<file path="src/rtl/aud_crm_pkg.sv">
package aud_crm_pkg;

   typedef enum logic [1:0] {
      LK_IDLE = 2'd0,
      LK_OK   = 2'd1,
      LK_ERR  = 2'd2
   } lock_e;

   // Legality of a measured bit-clock count for one rate code of one family.
   function automatic logic ratio_ok(input logic [9:0] n,
                                     input logic       fam44,
                                     input logic [2:0] code);
      logic odd_set;
      logic pow_set;
      logic ok;
      odd_set = (n == 10'd125) || (n == 10'd250) || (n == 10'd500);
      pow_set = (n == 10'd16)  || (n == 10'd24)  || (n == 10'd32)  ||
                (n == 10'd48)  || (n == 10'd64)  || (n == 10'd96)  ||
                (n == 10'd128) || (n == 10'd192) || (n == 10'd256) ||
                (n == 10'd384) || (n == 10'd512);
      ok = pow_set || (odd_set && !fam44);
      if (!fam44) begin
         case (code)
            3'd0:    if (n < 10'd32)  ok = 1'b0;
            3'd1:    if (n < 10'd24)  ok = 1'b0;
            3'd2,
            3'd3:    ;
            3'd4:    if (n > 10'd256) ok = 1'b0;
            3'd5:    if (n > 10'd128) ok = 1'b0;
            default: ok = 1'b0;
         endcase
      end else begin
         case (code)
            3'd0:    if (n < 10'd48)  ok = 1'b0;
            3'd1:    if (n < 10'd32)  ok = 1'b0;
            3'd2:    if (n < 10'd24)  ok = 1'b0;
            3'd3:    ;
            3'd4:    if (n > 10'd384) ok = 1'b0;
            3'd5:    if ((n > 10'd128) && (n != 10'd192)) ok = 1'b0;
            default: ok = 1'b0;
         endcase
      end
      return ok;
   endfunction

endpackage

</file>
<file path="src/rtl/aud_crm_edge.sv">
module aud_crm_edge #(
   parameter int SYNC_STAGES = 2
) (
   input  logic clk_i,
   input  logic rst_ni,
   input  logic async_i,
   output logic rise_o
);
   logic [SYNC_STAGES-1:0] sync_q;
   logic                   last_q;

   genvar gi;
   generate
      for (gi = 0; gi < SYNC_STAGES; gi++) begin : g_sync
         if (gi == 0) begin : g_first
            always_ff @(posedge clk_i or negedge rst_ni) begin
               if (!rst_ni) sync_q[0] <= 1'b0;
               else         sync_q[0] <= async_i;
            end
         end else begin : g_next
            always_ff @(posedge clk_i or negedge rst_ni) begin
               if (!rst_ni) sync_q[gi] <= 1'b0;
               else         sync_q[gi] <= sync_q[gi-1];
            end
         end
      end
   endgenerate

   always_ff @(posedge clk_i or negedge rst_ni) begin
      if (!rst_ni) last_q <= 1'b0;
      else         last_q <= sync_q[SYNC_STAGES-1];
   end

   assign rise_o = sync_q[SYNC_STAGES-1] & ~last_q;
endmodule

</file>
<file path="src/rtl/aud_crm_meter.sv">
module aud_crm_meter
   import aud_crm_pkg::*;
#(
   parameter int CNT_W    = 11,
   parameter int WD_LIMIT = 4096,
   parameter int HYST     = 2
) (
   input  logic       clk_i,
   input  logic       rst_ni,
   input  logic       bclk_rise_i,
   input  logic       fs_rise_i,
   input  logic [2:0] rate_sel_i,
   input  logic       rate_fam_i,
   input  logic       auto_pwr_i,
   output logic       err_o,
   output logic       ok_o
);
   localparam int WD_W = $clog2(WD_LIMIT) + 1;
   localparam int RW   = $clog2(HYST) + 1;
   localparam logic [CNT_W-1:0] CNT_MAX = '1;

   logic [CNT_W-1:0] cnt_q;
   logic [WD_W-1:0]  wd_q;
   logic             primed_q;
   logic [3:0]       cfg_q;
   lock_e            st_q;
   logic [RW-1:0]    good_q, bad_q;

   logic [3:0] cfg_now;
   logic       wd_hit, cfg_jump, frame_done, frame_good, fits;

   assign cfg_now    = {rate_fam_i, rate_sel_i};
   assign wd_hit     = (wd_q == WD_W'(WD_LIMIT - 1));
   assign cfg_jump   = auto_pwr_i && (cfg_now != cfg_q);
   assign frame_done = fs_rise_i && primed_q;
   assign fits       = (cnt_q < CNT_W'(1024));
   assign frame_good = fits && ratio_ok(cnt_q[9:0], rate_fam_i, rate_sel_i);

   always_ff @(posedge clk_i or negedge rst_ni) begin
      if (!rst_ni) begin
         cnt_q    <= '0;
         wd_q     <= '0;
         primed_q <= 1'b0;
         cfg_q    <= '0;
      end else begin
         cfg_q <= cfg_now;
         if (fs_rise_i)                         cnt_q <= CNT_W'(bclk_rise_i);
         else if (bclk_rise_i && cnt_q != CNT_MAX) cnt_q <= cnt_q + 1'b1;
         if (fs_rise_i)   wd_q <= '0;
         else if (!wd_hit) wd_q <= wd_q + 1'b1;
         if (fs_rise_i)   primed_q <= 1'b1;
         else if (wd_hit) primed_q <= 1'b0;
      end
   end

   always_ff @(posedge clk_i or negedge rst_ni) begin
      if (!rst_ni) begin
         st_q   <= LK_IDLE;
         good_q <= '0;
         bad_q  <= '0;
      end else if (wd_hit || cfg_jump) begin
         st_q   <= LK_ERR;
         good_q <= '0;
         bad_q  <= '0;
      end else if (frame_done) begin
         if (frame_good) begin
            bad_q <= '0;
            if (good_q == RW'(HYST - 1)) st_q   <= LK_OK;
            else                         good_q <= good_q + 1'b1;
         end else begin
            good_q <= '0;
            if (bad_q == RW'(HYST - 1)) st_q  <= LK_ERR;
            else                        bad_q <= bad_q + 1'b1;
         end
      end
   end

   assign err_o = (st_q == LK_ERR);
   assign ok_o  = (st_q == LK_OK);
endmodule

</file>
<file path="src/rtl/aud_crm_escal.sv">
module aud_crm_escal #(
   parameter int HALT_BASE   = 64,
   parameter int HSEL_W      = 3,
   parameter bit AUTO_PWR_EN = 1'b1
) (
   input  logic              clk_i,
   input  logic              rst_ni,
   input  logic              err_i,
   input  logic              ok_i,
   input  logic [HSEL_W-1:0] halt_sel_i,
   input  logic              halt_dis_i,
   input  logic              auto_pwr_i,
   output logic              ramp_dn_o,
   output logic              halt_o,
   output logic              pwr_up_o
);
   localparam int HMAX = HALT_BASE << ((1 << HSEL_W) - 1);
   localparam int HW   = $clog2(HMAX + 1);

   logic [HW-1:0] hcnt_q, hlim;
   logic          halt_q;

   assign hlim = HW'(HALT_BASE) << halt_sel_i;

   always_ff @(posedge clk_i or negedge rst_ni) begin
      if (!rst_ni) begin
         hcnt_q <= '0;
         halt_q <= 1'b0;
      end else if (!err_i || halt_dis_i) begin
         hcnt_q <= '0;
         halt_q <= 1'b0;
      end else if (!halt_q) begin
         if (hcnt_q == hlim - 1'b1) halt_q <= 1'b1;
         else                       hcnt_q <= hcnt_q + 1'b1;
      end
   end

   assign ramp_dn_o = err_i;
   assign halt_o    = halt_q;

   generate
      if (AUTO_PWR_EN) begin : g_auto
         assign pwr_up_o = (auto_pwr_i && !halt_dis_i) ? ok_i : !halt_q;
      end else begin : g_fixed
         assign pwr_up_o = !halt_q;
      end
   endgenerate
endmodule

</file>
<file path="src/rtl/aud_clk_ratio_mon.sv">
module aud_clk_ratio_mon #(
   parameter int SYNC_STAGES = 2,
   parameter int MAX_RATIO   = 512,
   parameter int WD_LIMIT    = 4096,
   parameter int HALT_BASE   = 64,
   parameter int HYST        = 2,
   parameter bit AUTO_PWR_EN = 1'b1
) (
   input  logic       clk_i,
   input  logic       rst_ni,
   input  logic       bclk_i,
   input  logic       fsync_i,
   input  logic [2:0] rate_sel_i,
   input  logic       rate_fam_i,
   input  logic [2:0] halt_sel_i,
   input  logic       halt_dis_i,
   input  logic       auto_pwr_i,
   output logic       clk_err_o,
   output logic       ramp_dn_o,
   output logic       halt_o,
   output logic       pwr_up_o
);
   localparam int CNT_W = $clog2(MAX_RATIO) + 2;

   generate
      if (SYNC_STAGES < 2) begin : g_bad_sync
         $error("SYNC_STAGES must be at least 2");
      end
      if (MAX_RATIO < 512) begin : g_bad_ratio
         $error("MAX_RATIO must cover 512");
      end
      if (HYST < 1) begin : g_bad_hyst
         $error("HYST must be at least 1");
      end
      if (WD_LIMIT < 4 * MAX_RATIO) begin : g_bad_wd
         $error("WD_LIMIT too short for the longest frame");
      end
      if (HALT_BASE < 1) begin : g_bad_halt
         $error("HALT_BASE must be positive");
      end
   endgenerate

   logic bclk_rise, fs_rise, err, ok;

   aud_crm_edge #(.SYNC_STAGES(SYNC_STAGES)) u_bclk_edge (
      .clk_i  (clk_i),
      .rst_ni (rst_ni),
      .async_i(bclk_i),
      .rise_o (bclk_rise)
   );

   aud_crm_edge #(.SYNC_STAGES(SYNC_STAGES)) u_fs_edge (
      .clk_i  (clk_i),
      .rst_ni (rst_ni),
      .async_i(fsync_i),
      .rise_o (fs_rise)
   );

   aud_crm_meter #(
      .CNT_W   (CNT_W),
      .WD_LIMIT(WD_LIMIT),
      .HYST    (HYST)
   ) u_meter (
      .clk_i      (clk_i),
      .rst_ni     (rst_ni),
      .bclk_rise_i(bclk_rise),
      .fs_rise_i  (fs_rise),
      .rate_sel_i (rate_sel_i),
      .rate_fam_i (rate_fam_i),
      .auto_pwr_i (auto_pwr_i),
      .err_o      (err),
      .ok_o       (ok)
   );

   aud_crm_escal #(
      .HALT_BASE  (HALT_BASE),
      .HSEL_W     (3),
      .AUTO_PWR_EN(AUTO_PWR_EN)
   ) u_escal (
      .clk_i     (clk_i),
      .rst_ni    (rst_ni),
      .err_i     (err),
      .ok_i      (ok),
      .halt_sel_i(halt_sel_i),
      .halt_dis_i(halt_dis_i),
      .auto_pwr_i(auto_pwr_i),
      .ramp_dn_o (ramp_dn_o),
      .halt_o    (halt_o),
      .pwr_up_o  (pwr_up_o)
   );

   assign clk_err_o = err;
endmodule

</file>
<file path="config.mk">
export PLATFORM = sky130hd
export DESIGN_NAME = aud_clk_ratio_mon
export DESIGN_NICKNAME = d
export VERILOG_FILES = /design/src/rtl/aud_crm_pkg.sv /design/src/rtl/aud_crm_edge.sv /design/src/rtl/aud_crm_meter.sv /design/src/rtl/aud_crm_escal.sv /design/src/rtl/aud_clk_ratio_mon.sv
export SDC_FILE = /design/constraint.sdc
export NUM_CORES = 1
export LEC_CHECK = 0
export BUFFER_PORTS_ARGS = -buffer_cell sky130_fd_sc_hd__buf_2
export CELL_PAD_IN_SITES_DETAIL_PLACEMENT = 0
export CELL_PAD_IN_SITES_GLOBAL_PLACEMENT = 1
export CORE_ASPECT_RATIO = 0.8
export CORE_MARGIN = 2
export CORE_UTILIZATION = 48
export CTS_BUF_LIST = sky130_fd_sc_hd__clkbuf_8 sky130_fd_sc_hd__clkbuf_16
export DETAILED_ROUTE_END_ITERATION = 16
export PLACE_DENSITY = 0.84
export SLEW_MARGIN = 15
export SYNTH_ARGS = -nofsm -noshare
export SYNTH_HDL_FRONTEND = slang
export SYNTH_SLANG_ARGS = --single-unit
</file>
<file path="constraint.sdc">
create_clock -name clk_i -period 3.1 [get_ports clk_i]
set_clock_uncertainty 0.15 [all_clocks]
set_input_delay 0.465 -clock clk_i [delete_from_list [all_inputs] [get_ports clk_i]]
set_output_delay 0.465 -clock clk_i [all_outputs]
set_load 0.05 [all_outputs]
</file>
# Word-level counts from Yosys, hierarchy flattened
# Cells that the tools add are included.
# totals
register_bits,56
latchBits,0
mem_bits_rw,0
mem_bits_ro,0
out_inout_bits,4
n_memories,0
# op_classes
add_sub_neg,6
multipliers,0
n_div,0
magnitude_cmp,7
eq_ne,34
n_shift,1
mux,36
n_bitwise,4
n_reduce_logical,36
# op_table
cell,count
$mux 14,3
$eq 10x7->1 const B,3
$eq 10x8->1 const B,3
$eq 10x9->1 const B,3
$mux 13,2
$mux 2,13
$mux 11,2
$eq 10x5->1 const B,2
$eq 10x6->1 const B,2
$gt 10x9->1 const B,2
$lt 10x6->1 const B,2
$logic_or 1x1->1,15
$add 14x1->14 const B,1
$eq 14x14->1,1
$mux 1,14
$shl 7x3->14 const A,1
$sub 14x1->14 const B,1
$add 13x1->13 const B,1
$eq 13x12->1 const B,1
$add 11x1->11 const B,1
$lt 11x11->1 const B,1
$ne 11x11->1 const B,1
$eq 10x10->1 const B,1
$gt 10x8->1 const B,1
other kinds (25),47

# Longest topological paths before layout
# Gate-level depths: netlist of the first run.
# depth
word_depth,19
mapped_depth,12
mapped_depth_nobuf,10

# Cells and area by module
# A second synthesis of the first run with hierarchy kept.
# hier_totals
cells_unflattened,352
area_unflattened_um2,3410.8
# by_module_without_submodules
mod,n_inst,cells_per_inst,area_per_inst_um2
aud_crm_meter,1,234,2182.1
aud_crm_escal,1,110,1051.0
aud_crm_edge,2,4,88.8

# Worst setup path before layout of the first run
# OpenSTA, ideal clock, no wires.
# synth_path
path_type,input port to flip-flop
from,in halt_sel_i[2]
to,reg u_escal.hcnt_q[7]
setup_ns,0.134
t_arrival_ns,2.497
t_required_ns,2.816
slack_ns,0.319
cell_stages,11
path_buffers,2
path_cell_list,buf_6 or3_1 ha_1 xor2_1 mux2i_1 a21oi_1 nor4b_2 buf_4 a21oi_4 o2111ai_2 a21oi_1
# synth_between
elab_chain_cells,5
# synth_lines
element,line_no,text
"start, declared",aud_clk_ratio_mon.sv:15,"input logic [2:0] halt_sel_i,"
$shl 7x3->14,aud_crm_escal.sv:23,assign hlim = HW'(HALT_BASE) << halt_sel_i;
$sub 14x1->14,aud_crm_escal.sv:33,if (hcnt_q == hlim - 1'b1) halt_q <= 1'b1;
$eq 14x14->1,aud_crm_escal.sv:33,
$ne 2x1->1 (no line),n/a,
$reduce_and 2->1 (no line),n/a,
"end signal, assigned",aud_crm_escal.sv:34,else hcnt_q <= hcnt_q + 1'b1;
"end, declared",aud_crm_escal.sv:20,"logic [HW-1:0] hcnt_q, hlim;"
# Every way passes these cells.
# A chain may end at the register's enable or synchronous reset.

# Final worst setup path of the first run
# layout_path
from,in halt_sel_i[1]
to,reg u_escal.hcnt_q[7]
# The elaborated chain is that of the path after synthesis.

==> results of run 1 <==
## power groups by stage
| stage | sequential, mW | combinational, mW | clock, mW |
|---|---|---|---|
| after global routing | 0.816 | 0.232 | 0.453 |
| after CTS | 0.810 | 0.206 | 0.423 |
| after detailed placement | 0.824 | 0.205 | 0 |
| after floorplan | 0.812 | 0.147 | 0 |
| after global placement | 0.822 | 0.200 | 0 |
| final | 0.811 | 0.202 | 0.406 |
## flip-flops by register name, indices dropped and copies added, names as in the netlist
name	cells
u_meter.st_q	2
u_fs_edge.last_q	1
u_meter.primed_q	1
u_meter.cfg_q	4
u_bclk_edge.last_q	1
u_escal.hcnt_q	14
u_bclk_edge.sync_q	2
u_meter.good_q	2
u_meter.wd_q	13
u_fs_edge.sync_q	2
u_meter.cnt_q	11
u_meter.bad_q	2
u_escal.halt_o	1
## cell type report
| type | count | area [um^2] | share of cell area (%) |
|---|---|---|---|
| clock buffer | 6 | 82.6 | 2.25 |
| clock inverter | 2 | 10.0 | 0.272 |
| inverter | 13 | 48.8 | 1.33 |
| multi-input combinational | 292 | 1890 | 51.5 |
| sequential | 56 | 1400 | 38.1 |
| tap | 87 | 109 | 2.96 |
| timing repair buffer | 23 | 133 | 3.61 |
## how the worst max path moves through the flow
stage,to,cells past startpoint
after CTS,u_escal.hcnt_q[7]$_DFFE_PN0P_,11
final,u_escal.hcnt_q[7]$_DFFE_PN0P_,11
after global routing,u_escal.hcnt_q[7]$_DFFE_PN0P_,11
after detailed placement,u_escal.hcnt_q[7]$_DFFE_PN0P_,11
after floorplan,u_escal.hcnt_q[7]$_DFFE_PN0P_,11
after global placement,u_escal.hcnt_q[7]$_DFFE_PN0P_,11
## layout by cell type, fill, tap and decap left out, types with 2 or more instances in the layout
master,instances
xnor2_1,18
o21bai_1,2
o21a_1,2
and3_1,4
a211oi_1,6
a21boi_0,3
or3b_1,3
inv_1,13
clkinv_2,2
nor3_1,8
and4_1,3
nand2b_1,3
o21ai_0,9
or2_2,3
nor4_1,4
nand2_1,34
o211ai_1,4
a41oi_1,2
a31oi_1,6
or3_1,10
nor2b_1,3
and3b_1,3
xor2_1,13
a31o_2,3
buf_4,7
nand4_1,9
nand3_1,26
o31ai_1,2
o32a_1,3
a21oi_1,19
nor3b_1,2
buf_2,16
ha_1,9
mux2i_1,4
dfrtp_1,56
a21o_1,8
clkbuf_8,6
nor2_1,42
o2111ai_1,2
## layer usage
metal,track usage [%],routed length (um)
met3,3.15,335
met4,4.52,50
met2,28.4,2860
met1,29.1,3640
met5,0,0
## logic make-up after synthesis
kind of cell / synth area share (%)
fa+ha+maj: 3.27
buf+inv: 4.57
mux: 1.16
xor+xnor: 7.87
simple gates: 25.3
flops: 40.6
compound gates: 17.2
## metrics by stage
stage / instance area (um^2) / util [%]
global route: 3680 / 53.1
detailed placement: 3580 / 51.7
finish: 3680 / 53.1
global placement: 3580 / 51.7
floorplan: 3450 / -
CTS: 3680 / 53.1
==> flow_metrics.tcl, run 1 <==
set metrics [dict create \
    dp_slack_ns 0.157 \
    cpLargestDelayFamily "simple AND/OR/NAND/NOR gates" \
    status "finished clean" \
    irDropWorstVdd_mv 0.336 \
    drt_first_iter_violations 143 \
    final_net_count 413 \
    synthArstFlopShare_pct 100 \
    cpPeakStageDelay_ns 0.35 \
    tightest_slew_ns 0.750 \
    post_cts_buffers 0 \
    ant_nets 0 \
    timing.rr.start "u_meter.cnt_q[0]$_DFFE_PN0P_" \
    initial_core_util_pct 49.8 \
    h-tree-depth 2 \
    netlist_instances 381 \
    wl_per_cell_um 14.4 \
    hold_viol 0 \
    hold_buffers 0 \
    num_rows 27 \
    avgSynthCellArea_um2 9.05 \
    cts_buffer_depth 2 \
    cp_num_buf_inv 2 \
    p_int_mw 1.03 \
    cts_buffers 5 \
    slowest_stage "or3_1" \
    synthToLayoutAreaGrowth_pct 6.60 \
    cp_cell_sequence "buf_2 > or3_1 > ha_1 > xor2_1 > mux2i_1 > a21oi_1 > nor4b_2 > buf_4 > a21oi_4 > o2111ai_2 > a21oi_1" \
    whs_ns 0.0728 \
    dr.pass1.iters 5 \
    synth_ff_type "dfrtp_1" \
    cts_resized 0 \
    power.leakage_nw 1.48 \
    final-setup-viol-count 0 \
    synth_edf_count 0 \
    crit_top_cell "a21oi_1" \
    power_mw 1.42 \
    clock_latency_ns 0.30 \
    core_um2 6930 \
    globalplace.congestion 0.841 \
    synth_area_um2 3450 \
    remaining_drc_errors 0 \
    dp_cells 471 \
    grt_pass1_wl_um 12300 \
    yosysMostFrequentCell "dfrtp_1" \
    grt_setup_unrepaired "false" \
    dp_hpwl_um 5020 \
    syn_nets 403 \
    fin_crit_sh_pct 85.1 \
    portBuffers 16 \
    ys_ff_latch 56 \
    p_per_area_nw_per_um2 386 \
    crit_start "halt_sel_i[1]" \
    io_pins 17 \
    overflow 0 \
    antenna_found_initial 0 \
    clk_pin_slew_ns 0.10 \
    pwr-share-seq_pct 57.1 \
    num_vias 2774 \
    dieArea_um2 7880 \
    cp-start-kind "input pin" \
    drv_slew 0 \
    via_per_inst 5.79 \
    ys_warn_count 0 \
    r2r_end "u_meter.good_q[0]$_DFFE_PN0P_" \
    fin_crit_ns 2.64 \
    switchingPower_uw 391 \
    grt_pass1_vias 2597 \
    yosysSeqAreaShare_pct 40.6 \
    cts_tree "built" \
    cts.sinks 56 \
    antenna_cells 0 \
    fmax_ghz 0.379 \
    yosysUniqueCellTypes 60 \
    arrival_ns 2.65 \
    synth_common_cells "dfrtp_1, nor2_1, nand2_1, nand3_1, a21oi_1" \
    final-instance-count-excl-fill 479 \
    fillers 671 \
    worst_slack_ns 0.462 \
    crit_required_ns 3.11 \
    synthTopCellsByArea "dfrtp_1, nor2_1, xnor2_1" \
    worstSetupEndpointType "flop" \
    synth_top_area_share_pct 40.6 \
    drive_gt1_share_pct 12.2 \
    wirelength_um 6890 \
    reg2reg_slack_ns 0.60 \
    ff2ff_path_depth 9 \
    cp_max_fo 11 \
    die_h_um 79.8 \
    grt_max_degree 35 \
    track_usage_pct 19.1 \
    power_frac_comb_pct 14.2 \
    clkPwrFrac_pct 28.6 \
    hold_path.class "input pin to asynchronous set/reset pin" \
    switching_share_pct 27.6 \
    cap_viol_max_count 0 \
    tns_ns 0 \
    synth_top_area_cell "dfrtp_1" \
    die_width_um 98.8 \
    clock-root-buffer "clkbuf_8" \
    critPathKind "input pin to flop" \
    slew_headroom_pct 50.0 \
]
Power figures use the tool's default switching activity.
==> run 2, diff against run 1 <==
--- a/config.mk
+++ b/config.mk
@@ -14,6 +14,7 @@
 export CTS_BUF_LIST = sky130_fd_sc_hd__clkbuf_8 sky130_fd_sc_hd__clkbuf_16
 export DETAILED_ROUTE_END_ITERATION = 16
 export PLACE_DENSITY = 0.84
+export SKIP_CTS_REPAIR_TIMING = 1
 export SLEW_MARGIN = 15
 export SYNTH_ARGS = -nofsm -noshare
 export SYNTH_HDL_FRONTEND = slang
==> constraint.sdc (replaced) <==
create_clock -name clk_i -period 2.83 [get_ports clk_i]
set_clock_uncertainty 0.15 [all_clocks]
set_input_delay 0.4245 -clock clk_i [delete_from_list [all_inputs] [get_ports clk_i]]
set_output_delay 0.4245 -clock clk_i [all_outputs]
set_load 0.05 [all_outputs]
==> run 2 against run 1 <==
  * Die area unchanged
  * Sequential share of layout area decreased by 0.64 points
  * Register-to-register slack got worse by 0.27 ns
  * Clock-buffer cell count decreased by 1
  * Wire length about the same
==> flow_metrics.tcl, run 2 (synthesis gave the netlist of run 1 again) <==
set metrics [dict create \
    status "finished clean" \
    die_width_um 98.8 \
    dieArea_um2 7880 \
    clock-root-buffer "clkbuf_8" \
    initial_core_util_pct 49.8 \
    antenna_cells 0 \
    p_per_area_nw_per_um2 440 \
    fin_crit_ns 2.62 \
    wl_per_cell_um 14.3 \
    final_util_pct 54.0 \
    power_frac_comb_pct 13.8 \
    final_net_count 416 \
    clk_pin_slew_ns 0.10 \
    dp_hpwl_um 4910 \
    cts.sinks 56 \
    worstSetupEndpointType "flop" \
    critPathKind "input pin to flop" \
    die_h_um 79.8 \
    core_um2 6930 \
    drive_gt1_share_pct 12.9 \
    clock_latency_ns 0.31 \
    final-setup-viol-count 0 \
    synthToLayoutAreaGrowth_pct 8.42 \
    power.leakage_nw 1.50 \
    h-tree-depth 2 \
    fin_crit_sh_pct 92.6 \
    grt_max_degree 32 \
    cp_max_fo 11 \
    tns_ns 0 \
    whs_ns 0.0644 \
    irDropWorstVdd_mv 0.297 \
    cp-start-kind "input pin" \
    top_register "u_escal.hcnt_q" \
    tightest_slew_ns 0.681 \
    via_per_inst 5.83 \
    io_pins 17 \
    track_usage_pct 18.9 \
    ant_nets 0 \
    grt_pass1_vias 2555 \
    grt_setup_unrepaired "false" \
    num_rows 27 \
    portBuffers 16 \
    reg_top3 "u_escal.hcnt_q (14), u_meter.wd_q (13), u_meter.cnt_q (11)" \
    switchingPower_uw 449 \
    switching_share_pct 27.3 \
    largest_reg_flops 14 \
    antenna_found_initial 0 \
    layout_commonest_cell "dfrtp_1" \
    arrival_ns 2.65 \
    cts_tree "built" \
    overflow 0 \
    num_vias 2812 \
    p_int_mw 1.20 \
    drt_first_iter_violations 175 \
    remaining_drc_errors 0 \
    wirelength_um 6900 \
    power_mw 1.65 \
    dr.pass1.iters 5 \
    cts_buffer_depth 2 \
    most-common-layout-cells "dfrtp_1, nor2_1, nand2_1" \
    crit_required_ns 2.86 \
    fmax_ghz 0.382 \
    drv_slew 0 \
    clkPwrFrac_pct 32.2 \
    hold_viol 0 \
    cts_buffers 5 \
    grt_pass1_wl_um 12400 \
    globalplace.congestion 0.853 \
    pwr-share-seq_pct 53.9 \
    slew_headroom_pct 54.3 \
    hold_path.class "input pin to flop" \
    cap_viol_max_count 0 \
]
## run 2: cell count changes in the layout (fill, tap and decap cells not counted), sizes merged
| cell | before | now |
|---|---|---|
| buf | 23 | 25 |
| bufinv | 0 | 1 |
| clkbuf | 6 | 5 |
| clkinv | 2 | 1 |
| clkinvlp | 0 | 1 |
| dlygate4sd3 | 0 | 1 |
## run 2: layer usage
metal,track usage (%),wire (um)
met1,29.4,3700
met2,26.8,2810
met3,3.85,334
met4,4.25,57
met5,0,0
## run 2: critical path, cell delays in order
cell and delay (ns):
buf_2 0.10, or3_1 0.36, ha_1 0.26, xor2_1 0.28
mux2i_1 0.23, a21oi_1 0.10, nor4b_2 0.28, buf_4 0.23
a21oi_4 0.11, o2111ai_2 0.19, a21oi_1 0.09
## run 2: final cells by class
type / count / area (um^2)
Fill cell: 642 / 3190
Multi-Input combinational cell: 292 / 1900
Sequential cell: 56 / 1400
Timing Repair Buffer: 26 / 170
Tap cell: 87 / 109
Clock buffer: 5 / 68.8
Inverter: 13 / 48.8
Clock inverter: 3 / 42.5
## run 2: stage by stage
stage               setup WS (ns)  cell area [um^2]  instances
floorplan                  0.0898              3450        381
global placement          0.00842              3610        473
detailed placement        -0.0898              3610        473
CTS                         0.241              3720        481
global route               0.0110              3740        482
finish                      0.209              3740        482
## run 2: final timing paths
| check | start | endpoint | slack, ns | cells past startpoint |
|---|---|---|---|---|
| max | halt_sel_i[2] | u_escal.hcnt_q[7]$_DFFE_PN0P_ | 0.21 | 11 |
| min | bclk_i | u_bclk_edge.sync_q[0]$_DFF_PN0_ | 0.06 | 1 |
| max reg2reg | u_meter.cnt_q[0]$_DFFE_PN0P_ | u_meter.good_q[0]$_DFFE_PN0P_ | 0.33 | 9 |
| min reg2reg | u_bclk_edge.sync_q[0]$_DFF_PN0_ | u_bclk_edge.sync_q[1]$_DFF_PN0_ | 0.22 | 0 |
| max in group asynchronous | rst_ni | u_meter.wd_q[0]$_DFFE_PN0P_ | 1.44 | 3 |
| min in group asynchronous | rst_ni | u_meter.cfg_q[3]$_DFF_PN0_ | 0.50 | 2 |
## run 2: power by group through the flow
stage	combinational [mW]	clock, mW	sequential [mW]
floorplan	0.161	0	0.890
global placement	0.224	0	0.901
detailed placement	0.230	0	0.902
CTS	0.230	0.546	0.887
global route	0.262	0.578	0.897
finish	0.228	0.531	0.887
